File: src/rtl/dt_pkg.sv
package dt_pkg;
  typedef enum logic [1:0] {
    DT_OK    = 2'b00,
    DT_ERR   = 2'b01,
    DT_RETRY = 2'b10
  } dt_status_e;

  typedef enum logic [1:0] {
    ST_IDLE,
    ST_BUSY,
    ST_GAP
  } dt_state_e;
endpackage

File: src/rtl/dt_beat_counter.sv
module dt_beat_counter #(
  parameter int BURST_LEN = 4,
  parameter int CW        = $clog2(BURST_LEN + 1)
) (
  input  logic          clk_i,
  input  logic          rst_ni,
  input  logic          clr_i,
  input  logic          inc_i,
  input  logic          burst_i,
  output logic [CW-1:0] cnt_nxt_o,
  output logic          last_o
);
  localparam logic [CW-1:0] BurstLast = CW'(BURST_LEN - 1);

  logic [CW-1:0] cnt_q;

  always_ff @(posedge clk_i or negedge rst_ni) begin
    if (!rst_ni)     cnt_q <= '0;
    else if (clr_i)  cnt_q <= '0;
    else if (inc_i)  cnt_q <= cnt_q + 1'b1;
  end

  assign cnt_nxt_o = cnt_q + CW'(inc_i);
  // true while the beat in flight would be the final one
  assign last_o    = burst_i ? (cnt_q == BurstLast) : (cnt_q == '0);
endmodule

File: src/rtl/dt_retry_window.sv
module dt_retry_window (
  input  logic clk_i,
  input  logic rst_ni,
  input  logic active_i,
  input  logic win_i,
  output logic open_o
);
  logic seen_q;

  always_ff @(posedge clk_i or negedge rst_ni) begin
    if (!rst_ni)        seen_q <= 1'b0;
    else if (!active_i) seen_q <= 1'b0;
    else if (win_i)     seen_q <= 1'b1;
  end

  assign open_o = active_i & (seen_q | win_i);
endmodule

File: src/rtl/dt_term_arb.sv
module dt_term_arb
  import dt_pkg::*;
(
  input  logic       active_i,
  input  logic       ack_i,
  input  logic       err_i,
  input  logic       retry_i,
  input  logic       win_open_i,
  input  logic       last_i,
  output logic       accept_o,
  output logic       term_o,
  output dt_status_e code_o
);
  // fixed priority: retry > error > acknowledge
  always_comb begin
    accept_o = 1'b0;
    term_o   = 1'b0;
    code_o   = DT_OK;
    if (active_i) begin
      if (retry_i) begin
        term_o = 1'b1;
        code_o = DT_RETRY;
      end else if (err_i) begin
        term_o = 1'b1;
        code_o = DT_ERR;
      end else if (ack_i && win_open_i) begin
        accept_o = 1'b1;
        term_o   = last_i;
      end
    end
  end
endmodule

File: src/rtl/data_tenure_ctrl.sv
module data_tenure_ctrl
  import dt_pkg::*;
#(
  parameter int BURST_LEN = 4
) (
  input  logic                             clk_i,
  input  logic                             rst_ni,
  input  logic                             req_i,
  input  logic                             gnt_i,
  input  logic                             burst_i,
  input  logic                             win_i,
  input  logic                             ack_i,
  input  logic                             err_i,
  input  logic                             retry_i,
  input  logic                             mce_i,
  output logic                             busy_o,
  output logic                             beat_o,
  output logic                             done_o,
  output logic [1:0]                       status_o,
  output logic [$clog2(BURST_LEN+1)-1:0]   beats_o,
  output logic                             mcheck_o,
  output logic                             cstop_o
);
  localparam int CW = $clog2(BURST_LEN + 1);

  dt_state_e     state_q;
  logic          burst_q;
  logic          active, start;
  logic          win_open, accept, term, last;
  dt_status_e    code;
  logic [CW-1:0] cnt_nxt;

  logic          done_q, mck_q, cks_q;
  dt_status_e    status_q;
  logic [CW-1:0] beats_q;

  assign active = (state_q == ST_BUSY);
  assign start  = (state_q == ST_IDLE) && req_i && gnt_i;

  dt_retry_window u_win (
    .clk_i   (clk_i),
    .rst_ni  (rst_ni),
    .active_i(active),
    .win_i   (win_i),
    .open_o  (win_open)
  );

  dt_beat_counter #(.BURST_LEN(BURST_LEN), .CW(CW)) u_cnt (
    .clk_i    (clk_i),
    .rst_ni   (rst_ni),
    .clr_i    (start),
    .inc_i    (accept),
    .burst_i  (burst_q),
    .cnt_nxt_o(cnt_nxt),
    .last_o   (last)
  );

  dt_term_arb u_arb (
    .active_i  (active),
    .ack_i     (ack_i),
    .err_i     (err_i),
    .retry_i   (retry_i),
    .win_open_i(win_open),
    .last_i    (last),
    .accept_o  (accept),
    .term_o    (term),
    .code_o    (code)
  );

  always_ff @(posedge clk_i or negedge rst_ni) begin
    if (!rst_ni) begin
      state_q <= ST_IDLE;
      burst_q <= 1'b0;
    end else begin
      unique case (state_q)
        ST_IDLE: if (start) begin
          state_q <= ST_BUSY;
          burst_q <= burst_i;
        end
        ST_BUSY: if (term) state_q <= ST_GAP;
        ST_GAP:  state_q <= ST_IDLE;
        default: state_q <= ST_IDLE;
      endcase
    end
  end

  always_ff @(posedge clk_i or negedge rst_ni) begin
    if (!rst_ni) begin
      done_q   <= 1'b0;
      status_q <= DT_OK;
      beats_q  <= '0;
      mck_q    <= 1'b0;
      cks_q    <= 1'b0;
    end else begin
      done_q <= term;
      mck_q  <= term && (code == DT_ERR) && mce_i;
      cks_q  <= term && (code == DT_ERR) && !mce_i;
      if (term) begin
        status_q <= code;
        beats_q  <= cnt_nxt;
      end
    end
  end

  assign busy_o   = active;
  assign beat_o   = accept;
  assign done_o   = done_q;
  assign status_o = status_q;
  assign beats_o  = beats_q;
  assign mcheck_o = mck_q;
  assign cstop_o  = cks_q;
endmodule

File: config.mk
export PLATFORM = sky130hd
export DESIGN_NAME = data_tenure_ctrl
export DESIGN_NICKNAME = d
export VERILOG_FILES = /design/src/rtl/dt_pkg.sv /design/src/rtl/dt_beat_counter.sv /design/src/rtl/dt_retry_window.sv /design/src/rtl/dt_term_arb.sv /design/src/rtl/data_tenure_ctrl.sv
export SDC_FILE = /design/constraint.sdc
export NUM_CORES = 1
export LEC_CHECK = 0
export BUFFER_PORTS_ARGS = -buffer_cell sky130_fd_sc_hd__buf_4
export CORE_MARGIN = 2
export CORE_UTILIZATION = 55
export CTS_BUF_LIST = sky130_fd_sc_hd__clkbuf_2 sky130_fd_sc_hd__clkbuf_4 sky130_fd_sc_hd__clkbuf_8
export CTS_CLUSTER_SIZE = 16
export DETAILED_ROUTE_END_ITERATION = 12
export PLACE_DENSITY = 0.83
export SLEW_MARGIN = 10
export SYNTH_ARGS = -nofsm -noshare
export SYNTH_HDL_FRONTEND = slang
export SYNTH_HIERARCHICAL = 1
export SYNTH_SLANG_ARGS = --single-unit
File: constraint.sdc
create_clock -name clk_i -period 6.65 [get_ports clk_i]
set_clock_uncertainty 0.2 [all_clocks]
set_input_delay 0.3325 -clock clk_i [delete_from_list [all_inputs] [get_ports clk_i]]
set_output_delay 0.3325 -clock clk_i [all_outputs]
set_load 0.05 [all_outputs]
; ---- Yosys cells after proc, flatten, opt, wreduce, memory -nomap -nowiden
; Index checks and enable logic that the tools add are counted.
[word_totals]
mem_bits_rw = 0
romBits = 0
wordCells = 50
output_inout_bits = 10
ff_bits = 15
latch_bits = 0
n_memories = 0
[op_classes]
shifts = 0
eq_ne = 6
mux = 19
div = 0
n_reduce_logical = 12
mul = 0
bitwise = 2
n_lt_le_gt_ge = 0
add_sub_neg = 2
[op_table]
columns = op, count
row1 = 2-to-1 mux 1 bit, 12
row2 = 2-to-1 mux 2 bit, 4
row3 = logical AND 1 bit, 6
row4 = 2-to-1 mux 3 bit, 2
row5 = "inequality test 2 bit, second input constant", 3
row6 = "== test 2 x 1 -> 1 bit, second input constant", 2
row7 = one-hot mux 2 bit (2 select lines), 1
row8 = AND reduction 2 bit, 2
row9 = adder 3 x 1 -> 3 bit, 1
row10 = "adder 3 x 1 -> 3 bit, second input constant", 1
row11 = "== test 3 x 2 -> 1 bit, second input constant", 1
row12 = zero test 3 bit, 1
row13 = zero test 2 bit, 1
row14 = nonzero test 2 bit, 1
row15 = bitwise AND 1 bit, 1
row16 = zero test 1 bit, 1
row17 = OR 1 bit, 1

; ---- Longest topological paths before layout
; Gate-level depths: netlist of the first run.
[depth]
depth_word = 9
mapped_depth = 8
depth_no_buf = 8

; ---- Cells and area by module
; Netlist of the first run, hierarchy kept.
[by_module_without_submodules]
columns = module, instances, seq_area_each_um2, cells_each, area_each_um2
row1 = data_tenure_ctrl, 1, 275.3, 26, 424.2
row2 = dt_beat_counter, 1, 75.1, 20, 207.7
row3 = dt_term_arb, 1, 0.0, 7, 45.0
row4 = dt_retry_window, 1, 25.0, 3, 40.0

; ---- Worst setup path after synthesis of the first run
; No wires, ideal clock.
[synth_path]
path_type = register -> register
start = register state_q[1]
end = register beats_q[1] (netlist: beats_o[1])
synth_period_minus_slack_ns = 3.014
n_path_buf = 0
setup_slack_ns = 3.636
arrival_ns = 2.689
setup_time_ns = 0.125
path_stages_with_launch = 8
cell_sequence = dfrtp_1 -> and2b_2 -> o21a_1 -> nand4b_1 -> nor2_1 -> ha_1 -> ha_1 -> mux2_2
[synth_via]
elab_chain_len = 8
elab_cells_between_ends = 12
cone_classes = 1 x add/sub / 1 x eq/ne / 8 x mux / 1 x bitwise / 1 x reduce/logical
[synth_lines]
columns = item, line
row1 = start: declaration, data_tenure_ctrl.sv:26  ; dt_state_e state_q;
row2 = start signal: assignment, data_tenure_ctrl.sv:72  ; state_q <= ST_IDLE;
row3 = start signal: assignment, data_tenure_ctrl.sv:77  ; state_q <= ST_BUSY;
row4 = start signal: assignment, data_tenure_ctrl.sv:80  ; ST_BUSY: if (term) state_q <= ST_GAP;
row5 = == test 2 x 1 -> 1 bit, data_tenure_ctrl.sv:37  ; assign active = (state_q == ST_BUSY);
row6 = named net busy_o, data_tenure_ctrl.sv:16  ; output logic busy_o,
row7 = bitwise AND 1 bit, dt_retry_window.sv:16  ; assign open_o = active_i & (seen_q | win_i);
row8 = named net win_open, data_tenure_ctrl.sv:29  ; logic win_open, accept, term, last;
row9 = logical AND 1 bit, dt_term_arb.sv:26  ; end else if (ack_i && win_open_i) begin
row10 = 2-to-1 mux 1 bit, dt_term_arb.sv:26
row11 = 2-to-1 mux 1 bit, dt_term_arb.sv:23  ; end else if (err_i) begin
row12 = 2-to-1 mux 1 bit, dt_term_arb.sv:20  ; if (retry_i) begin
row13 = 2-to-1 mux 1 bit, dt_term_arb.sv:19  ; if (active_i) begin
row14 = named net beat_o, data_tenure_ctrl.sv:17  ; output logic beat_o,
row15 = adder 3 x 1 -> 3 bit, dt_beat_counter.sv:23  ; assign cnt_nxt_o = cnt_q + CW'(inc_i);
row16 = named net cnt_nxt[1], data_tenure_ctrl.sv:31  ; logic [CW-1:0] cnt_nxt;
row17 = end signal: assignment, data_tenure_ctrl.sv:100  ; beats_q <= cnt_nxt;
row18 = end: declaration, data_tenure_ctrl.sv:35  ; logic [CW-1:0] beats_q;
; The timed path passes the listed nets, and every way through them passes these cells.
; A chain may end at the register's enable or synchronous reset.

; ---- Final worst setup path of the first run
[layout_path]
start = register state_q[1]
end = output port beat_o
[layout_via]
elab_chain_len = 7
[layout_lines]
columns = item, line
row1 = == test 2 x 1 -> 1 bit, data_tenure_ctrl.sv:37
row2 = bitwise AND 1 bit, dt_retry_window.sv:16
row3 = named net win_open, data_tenure_ctrl.sv:29
row4 = logical AND 1 bit, dt_term_arb.sv:26
row5 = 2-to-1 mux 1 bit, dt_term_arb.sv:26
row6 = 2-to-1 mux 1 bit, dt_term_arb.sv:23
row7 = 2-to-1 mux 1 bit, dt_term_arb.sv:20
row8 = 2-to-1 mux 1 bit, dt_term_arb.sv:19
row9 = end: declaration, data_tenure_ctrl.sv:17
; The timed path passes the listed nets, and every way through them passes these cells.

==> flow_metrics.env, run 1 <==
export IMPL_clock_insertion_delay_worst_skew_ns=0.28
export IMPL_max_slew_margin_rel_pct=70.66
export IMPL_ffs_w_async_s_r_synth_pct=100.0
export IMPL_min_period_over_period_pct=36.09
export IMPL_final_antenna_net_count=0
export IMPL_place_hpwl_um=956.3
export IMPL_num_rows=13
export IMPL_yosysUniqueCellTypes=27
export IMPL_die_area_um2=1608
export IMPL_worstReg2RegStart="state_q[1]"
export IMPL_placeableCoreArea_um2=1252
export IMPL_multi_input_comb_area_um2=325.3
export IMPL_ys_warn_count=6
export IMPL_first_global_vias=451
export IMPL_fmaxAchievable_ghz=0.4167
export IMPL_synth_seq_area_share_pct=52.36
export IMPL_antenna_cells_inserted=0
export IMPL_endpoint="beat_o"
export IMPL_seqCellArea_um2=375.4
export IMPL_setup_total_negative_slack_ns=0
export IMPL_final_hold_viol_count=0
export IMPL_routedWlPerCell_um=13.46
export IMPL_slowest_delay_ns=0.40
export IMPL_post_route_min_period_ns=2.400
export IMPL_rsz_0062_raised_after_global_routing="no"
export IMPL_synth_ff_type="sky130_fd_sc_hd__dfrtp_1"
export IMPL_drcViolationCount=0
export IMPL_ctsRootBufferMaster="sky130_fd_sc_hd__clkbuf_4"
export IMPL_wl_mm=1.265
export IMPL_grt_use_total_pct=18.76
export IMPL_syn_area_um2=716.9
export IMPL_maxCapViolCount=0
export IMPL_worst_ep_required_time_ns=6.12
export IMPL_setup_reg_to_reg_worst_slack_ns=4.30
export IMPL_cellLeakagePower_uw=0.0004822
export IMPL_r2r_end="beats_o[2]"
export IMPL_worst_setup_path_startpoint="state_q[1]"
export IMPL_critical_path_slowest_cell="sky130_fd_sc_hd__dfrtp_1"
export IMPL_sink_count=15
export IMPL_vias=486
export IMPL_fillCellCount=97
export IMPL_design_power_total_uw=346.6
export IMPL_place_congestion=0.6591
export IMPL_timing_worst_slew_pin_value_ns=0.4384
export IMPL_gr_total_overflow=0
export IMPL_finalMaxSlewViolations=0
export IMPL_cts_hold_buf=1
export IMPL_cts_setup_buffers=0
export IMPL_number_of_antenna_violations_at_the_first_check_in_global_routing=0
export IMPL_via_per_inst=5.170
export IMPL_number_of_buffer_cells_added_on_primary_ports=19
export IMPL_synth_edf_count=0
export IMPL_drive_gt1_share_pct=43.04
export IMPL_numCtsBuffers=3
export IMPL_drt_iter0_drc=7
export IMPL_syn_to_final_growth_pct=27.40
export IMPL_critical_path_class="register to primary output"
export IMPL_cts_htree_levels=1
export IMPL_postSynthRegisterBits=15
export IMPL_crit_path_start_kind="register"
export IMPL_chipWidth_um=40.11
export IMPL_clockBufferDepth=2
export IMPL_post_synth_inst_count=56
export IMPL_grt_pass1_wl_mm=1.952
export IMPL_drt_pass1_iter_count=3
export IMPL_die_height_um=40.11
export IMPL_run_status="complete, no violations"
export IMPL_initial_core_utilization_pct=57.24
export IMPL_syn_avg_cell_area_um2=12.80
export IMPL_synth_nets=71
export IMPL_critical_path_cell_chain="and2b_2, o21a_1, nand4b_1, nor2_1, buf_4"
export IMPL_fin_nets=95
export IMPL_setup_viol_count_final=0
export IMPL_power_density_nw_per_um2=379.4
export IMPL_worst_ir_drop_vdd_uv=175.7
export IMPL_r2r_worst_path_cells=8
export IMPL_cts_repair_resized=0
export IMPL_critical_path_max_fanout=9
export IMPL_tritoncts="done"
export IMPL_hold_path_class="input port to register"
export IMPL_critical_path_endpoint_type="primary output"
export IMPL_path_clk_slew_ns=0.09
export IMPL_ios=20
export IMPL_worst_endpoint_arrival_ns=1.87
export IMPL_maximum_number_of_pins_on_one_net_before_global_route_repair=16
## through the flow
stage	util, %	cell area, um^2	cells	setup WS, ns	hold WS, ns
finish	72.93	913.4	94	4.250	0.07077
global route	72.93	913.4	94	4.085	0.07697
global placement	69.73	873.3	89	4.387	-0.006325
floorplan	-	716.9	56	3.636	-0.1631
CTS	72.93	913.4	94	4.240	0.06992
detailed placement	69.73	873.3	89	4.318	-0.001616
## how the worst min path moves through the flow
stage                   endpoint  depth (start not counted)  startpoint
global route             burst_q                          2     burst_i
floorplan             beats_o[0]                          0      rst_ni
finish              u_win/seen_q                          2       win_i
detailed placement    state_q[0]                          1      rst_ni
CTS                 u_win/seen_q                          2       win_i
global placement         burst_q                          1      rst_ni
## synth_stat cells (all sizes together) (2+ instances only)
library cell  instances  area (um^2)
nor2                  5        18.77
and4bb                2        28.78
and2                  2        13.77
ha                    5        62.56
o21a                  2        15.01
mux2                  6        71.31
inv                   3        11.26
dfrtp                15        375.4
## cell type report
cell class	instances	share of cell area [%]
clock buffer	4	3.288
inverter	3	1.233
sequential	15	41.10
timing repair buffer	20	16.71
tap	15	2.055
multi-input combinational	37	35.62
## report_power, final
| part | internal [uW] | total (uW) | leakage (uW) | switching (uW) |
|---|---|---|---|---|
| Clock | 27.4 | 56.6 | 0.0000184 | 29.2 |
| Sequential | 116 | 131 | 0.000202 | 15.4 |
| Combinational | 62.8 | 159 | 0.000262 | 96.2 |
## cell families after synthesis
group	Yosys count	share of synthesized area, %
DFF	15	52.36
AOI/OAI and AO/OA	6	5.758
adders and majority gates	5	8.726
xor gates and xnor gates	2	2.444
muxes	7	11.34
and+or+nand+nor	17	17.11
buffers and inverters	4	2.268
## critical path: cells and delay by family (launching register included)
family	cells	cell delay, ns
AND/OR/NAND/NOR	3	0.75
buffers and inverters	1	0.28
AO/OA/AOI/OAI	1	0.16
flip-flops	1	0.40
## layer usage
metal | track usage, % | part of all wire (%) | vias to the layer above
li1 | - | - | 244
met1 | 24.91 | 46 | 228
met2 | 29.84 | 48 | 12
met3 | 3.333 | 5.1 | 2
met4 | 7.759 | 1.2 | 0
met5 | 0 | 0 | -
## flip-flops by register name, indices dropped and copies added, names as in the netlist
| register | count |
|---|---|
| beats_o | 3 |
| burst_q | 1 |
| cstop_o | 1 |
| done_o | 1 |
| mcheck_o | 1 |
| state_q | 2 |
| status_o | 2 |
| u_cnt/cnt_q | 3 |
| u_win/seen_q | 1 |
## layout by cell type, fill, tap and decap left out, drive strengths merged
cell / synthesis / final
o21ai: 1 / 1
xnor2: 1 / 1
clkbuf: 0 / 4
xor2: 1 / 1
and4bb: 2 / 2
mux2: 6 / 6
mux2i: 1 / 1
nand2b: 1 / 1
buf: 1 / 19
nand4: 1 / 1
and4b: 1 / 1
dlygate4sd3: 0 / 1
and2: 2 / 2
a22o: 1 / 1
nand4b: 1 / 1
dfrtp: 15 / 15
a21oi: 1 / 1
nor2: 5 / 5
inv: 3 / 3
nand2: 1 / 1
and3b: 1 / 1
and2b: 1 / 1
a211oi: 1 / 1
o21a: 2 / 2
ha: 5 / 5
nand3b: 1 / 1
(Power assumes the default switching activity.)
==> run 2, diff against run 1 <==
Settings changed: ABC_AREA set to 1, CORE_UTILIZATION 55 to 52, PLACE_DENSITY 0.83 to 0.8.
Clock period 6.65 ns to 2.5 ns, I/O delays scaled along.
==> run 2 against run 1 <==
  * Sequential share of layout area down 3.4 points
  * Critical path depth is 7 higher
  * First-iteration DRC count increased to 2.7 times the previous value
  * Count of clock-buffer cells in the layout fell by 1
  * Cell count increased by 43%
  * Non-clock buffer count rose by 7
  * Hold slack lost 0.056 ns
==> flow_metrics.env, run 2 <==
export IMPL_run_status="complete, no violations"
export IMPL_ios=20
export IMPL_commonest_cells_after_routing_fill_and_taps_aside="sky130_fd_sc_hd__nand2_1, sky130_fd_sc_hd__buf_4, sky130_fd_sc_hd__dfrtp_1"
export IMPL_worst_ir_drop_vdd_uv=540.2
export IMPL_maximum_number_of_pins_on_one_net_before_global_route_repair=16
export IMPL_numCtsBuffers=3
export IMPL_critical_path_cell_chain="inv_1, nand2_1, clkinvlp_4, inv_1, nor2_1, nand3_1, nor2_4, ha_1, ha_1, xor2_1, nand2_1, nand2_1"
export IMPL_synth_nets=103
export IMPL_ctsRootBufferMaster="sky130_fd_sc_hd__clkbuf_4"
export IMPL_min_delay_worst_endpoint="state_q[0]"
export IMPL_r2r_end="beats_o[2]"
export IMPL_ys_warn_count=6
export IMPL_finalMaxSlewViolations=0
export IMPL_route_top_layer_used="met3"
export IMPL_via_per_inst=4.694
export IMPL_main_combinational_cell_family_by_area_after_synthesis="simple AND/OR/NAND/NOR gates"
export IMPL_hold_path_class="input port to register"
export IMPL_final_antenna_net_count=0
export IMPL_sink_count=15
export IMPL_library_cell_with_the_highest_instance_count_after_synthesis="sky130_fd_sc_hd__nand2_1"
export IMPL_grt_use_total_pct=20.43
export IMPL_worst_ep_required_time_ns=2.53
export IMPL_layout_cell_area_non_filler_um2=994.7
export IMPL_placement_stage_cell_area_um2=887.1
export IMPL_setup_viol_count_final=0
export IMPL_critical_path_class="register to register"
export IMPL_worstReg2RegStart="state_q[1]"
export IMPL_power_density_nw_per_um2=944.2
export IMPL_die_area_um2=1686
export IMPL_critPathMostFrequentCell="sky130_fd_sc_hd__nand2_1"
export IMPL_antenna_cells_inserted=0
export IMPL_cts_setup_buffers=0
export IMPL_rsz_0062_raised_after_global_routing="no"
export IMPL_post_route_min_period_ns=2.080
export IMPL_synth_ff_type="sky130_fd_sc_hd__dfrtp_1"
export IMPL_clockBufferDepth=2
export IMPL_synth_edf_count=0
export IMPL_post_synth_inst_count=88
export IMPL_fillCellCount=87
export IMPL_r2r_worst_path_cells=12
export IMPL_fin_nets=135
export IMPL_num_rows=13
export IMPL_tritoncts="done"
export IMPL_met3RoutedLength_um=61
export IMPL_syn_avg_cell_area_um2=8.119
export IMPL_syn_area_um2=714.4
export IMPL_setup_total_negative_slack_ns=0
export IMPL_drive_gt1_share_pct=21.85
export IMPL_setup_reg_to_reg_worst_slack_ns=0.42
export IMPL_place_congestion=0.7181
export IMPL_yosysUniqueCellTypes=11
export IMPL_number_of_antenna_violations_at_the_first_check_in_global_routing=0
export IMPL_critical_path_slowest_cell="sky130_fd_sc_hd__dfrtp_1"
export IMPL_initial_core_utilization_pct=55.60
export IMPL_syn_to_final_growth_pct=39.23
export IMPL_cts_htree_levels=1
export IMPL_cellLeakagePower_uw=0.0005723
export IMPL_worst_hold_path_startpoint="gnt_i"
export IMPL_synth_compound_area_share_pct=1.401
export IMPL_critical_path_endpoint_type="register"
export IMPL_path_clk_slew_ns=0.09
export IMPL_synth_top_cell_area_share_pct=52.54
export IMPL_met1Wirelength_um=679
export IMPL_grt_pass1_wl_mm=2.187
export IMPL_synth_seq_area_share_pct=52.54
export IMPL_first_global_vias=535
export IMPL_wl_met2_um=727
export IMPL_gr_total_overflow=0
export IMPL_routedWlPerCell_um=10.96
export IMPL_fmaxAchievable_ghz=0.4808
export IMPL_critical_path_max_fanout=8
export IMPL_muxShareOfSynthArea_pct=0
export IMPL_place_hpwl_mm=1.013
export IMPL_post_synth_fa_ha_maj_area_fraction_pct=8.757
export IMPL_min_period_over_period_pct=83.19
export IMPL_drt_pass1_iter_count=4
export IMPL_postSynthRegisterBits=15
export IMPL_layout_cells_most_common="sky130_fd_sc_hd__nand2_1"
export IMPL_number_of_buffer_cells_added_on_primary_ports=19
export IMPL_die_height_um=41.07
export IMPL_synth_simple_area_share_pct=29.77
export IMPL_worst_endpoint_arrival_ns=2.11
export IMPL_ffs_w_async_s_r_synth_pct=100.0
export IMPL_clock_insertion_delay_worst_skew_ns=0.28
export IMPL_vias=629
export IMPL_wl_mm=1.468
export IMPL_drt_iter0_drc=19
export IMPL_synth_area_leader_cell="sky130_fd_sc_hd__dfrtp_1"
export IMPL_slowest_delay_ns=0.38
export IMPL_crit_path_start_kind="register"
export IMPL_holdPathStages=5
export IMPL_commonest_cells_post_synth="sky130_fd_sc_hd__nand2_1, sky130_fd_sc_hd__dfrtp_1, sky130_fd_sc_hd__nor2_1, sky130_fd_sc_hd__inv_1, sky130_fd_sc_hd__ha_1"
export IMPL_placeableCoreArea_um2=1285
export IMPL_final_hold_viol_count=0
export IMPL_timing_worst_slew_pin_value_ns=0.2466
export IMPL_maxCapViolCount=0
export IMPL_synth_xor_xnor_area_share_pct=1.226
export IMPL_yosys_top_cells_area="sky130_fd_sc_hd__dfrtp_1, sky130_fd_sc_hd__nand2_1, sky130_fd_sc_hd__ha_1"
export IMPL_drcViolationCount=0
export IMPL_chipWidth_um=41.07
export IMPL_max_slew_margin_rel_pct=83.52
## run 2: changes by cell type after synthesis, moves of 2 or more
| cell | previous run | this run |
|---|---|---|
| sky130_fd_sc_hd__nand2_1 | 1 | 32 |
| sky130_fd_sc_hd__inv_1 | 3 | 12 |
| sky130_fd_sc_hd__nor2_1 | 5 | 14 |
| sky130_fd_sc_hd__mux2_2 | 5 | 0 |
| sky130_fd_sc_hd__nand3_1 | 0 | 3 |
| sky130_fd_sc_hd__o21a_1 | 2 | 0 |
| sky130_fd_sc_hd__or2_1 | 0 | 2 |
## run 2: worst max-delay path, delay by kind of cell, from the launching register on
| kind | cells | cell delay, ns |
|---|---|---|
| and+or+nand+nor | 6 | 0.71 |
| buffers and inverters | 3 | 0.25 |
| DFF | 1 | 0.38 |
| adders and majority gates | 2 | 0.33 |
| xor gates and xnor gates | 1 | 0.16 |
## run 2: metal layers
| metal | global-route usage, % | up-vias |
|---|---|---|
| li1 | - | 327 |
| met4 | 10.00 | 0 |
| met1 | 25.25 | 286 |
| met2 | 33.98 | 16 |
| met5 | 0 | - |
| met3 | 3.261 | 0 |
## run 2: through the flow
step / total power (uW) / hold slack, ns / instances / util (%) / setup WS, ns
3_5_place_dp: 793.7 / -0.2094 / 122 / 69.04 / 0.4545
3_3_place_gp: 784.1 / -0.2154 / 122 / 69.04 / 0.5089
5_1_grt: 1004 / 0.01543 / 134 / 77.41 / 0.2153
6_report: 939.2 / 0.01477 / 134 / 77.41 / 0.4203
4_1_cts: 945.7 / 0.006074 / 134 / 77.41 / 0.4146
2_1_floorplan: 662.4 / -0.3706 / 88 / - / 0.1627
## run 2: worst max-delay path by stage
stage | startpoint | end | slack [ns] | cells past startpoint
5_1_grt | state_q[1] | beats_o[2] | 0.22 | 12
4_1_cts | state_q[1] | beats_o[2] | 0.41 | 12
3_5_place_dp | state_q[1] | beats_o[2] | 0.45 | 12
3_3_place_gp | state_q[1] | beats_o[2] | 0.51 | 12
6_report | state_q[1] | beats_o[2] | 0.42 | 12
2_1_floorplan | state_q[1] | beats_o[2] | 0.16 | 12
## run 2: cell families after synthesis
kind of cell | Yosys count
AND/OR/NAND/NOR | 53
flip-flops | 15
adder cells (fa/ha/maj) | 5
buffers and inverters | 12
XOR/XNOR | 1
AO/OA/AOI/OAI | 2
## run 2: timing repair
item | 4_1_cts | 5_1_grt
hold buffers | 8 | 0
endpoints found under the hold margin | 22 | 0
gates resized for setup | 0 | 0
## run 2: power breakdown
part           total (uW)  leakage (uW)  switching (uW)  internal [uW]
registers             353      0.000202            42.5            310
logic                 449      0.000352             315            134
clock network         138     0.0000177            78.3           59.4
## run 2: layout make-up
type / count / area (um^2) / area share [%]
inverters: 12 / 48.80 / 4.906
flip-flops and latches: 15 / 375.4 / 37.74
clock buffers: 3 / 22.52 / 2.264
well taps: 15 / 18.77 / 1.887
multi-input cells: 61 / 301.5 / 30.31
clock inverters: 1 / 5.005 / 0.5031
repair buffers: 27 / 222.7 / 22.39
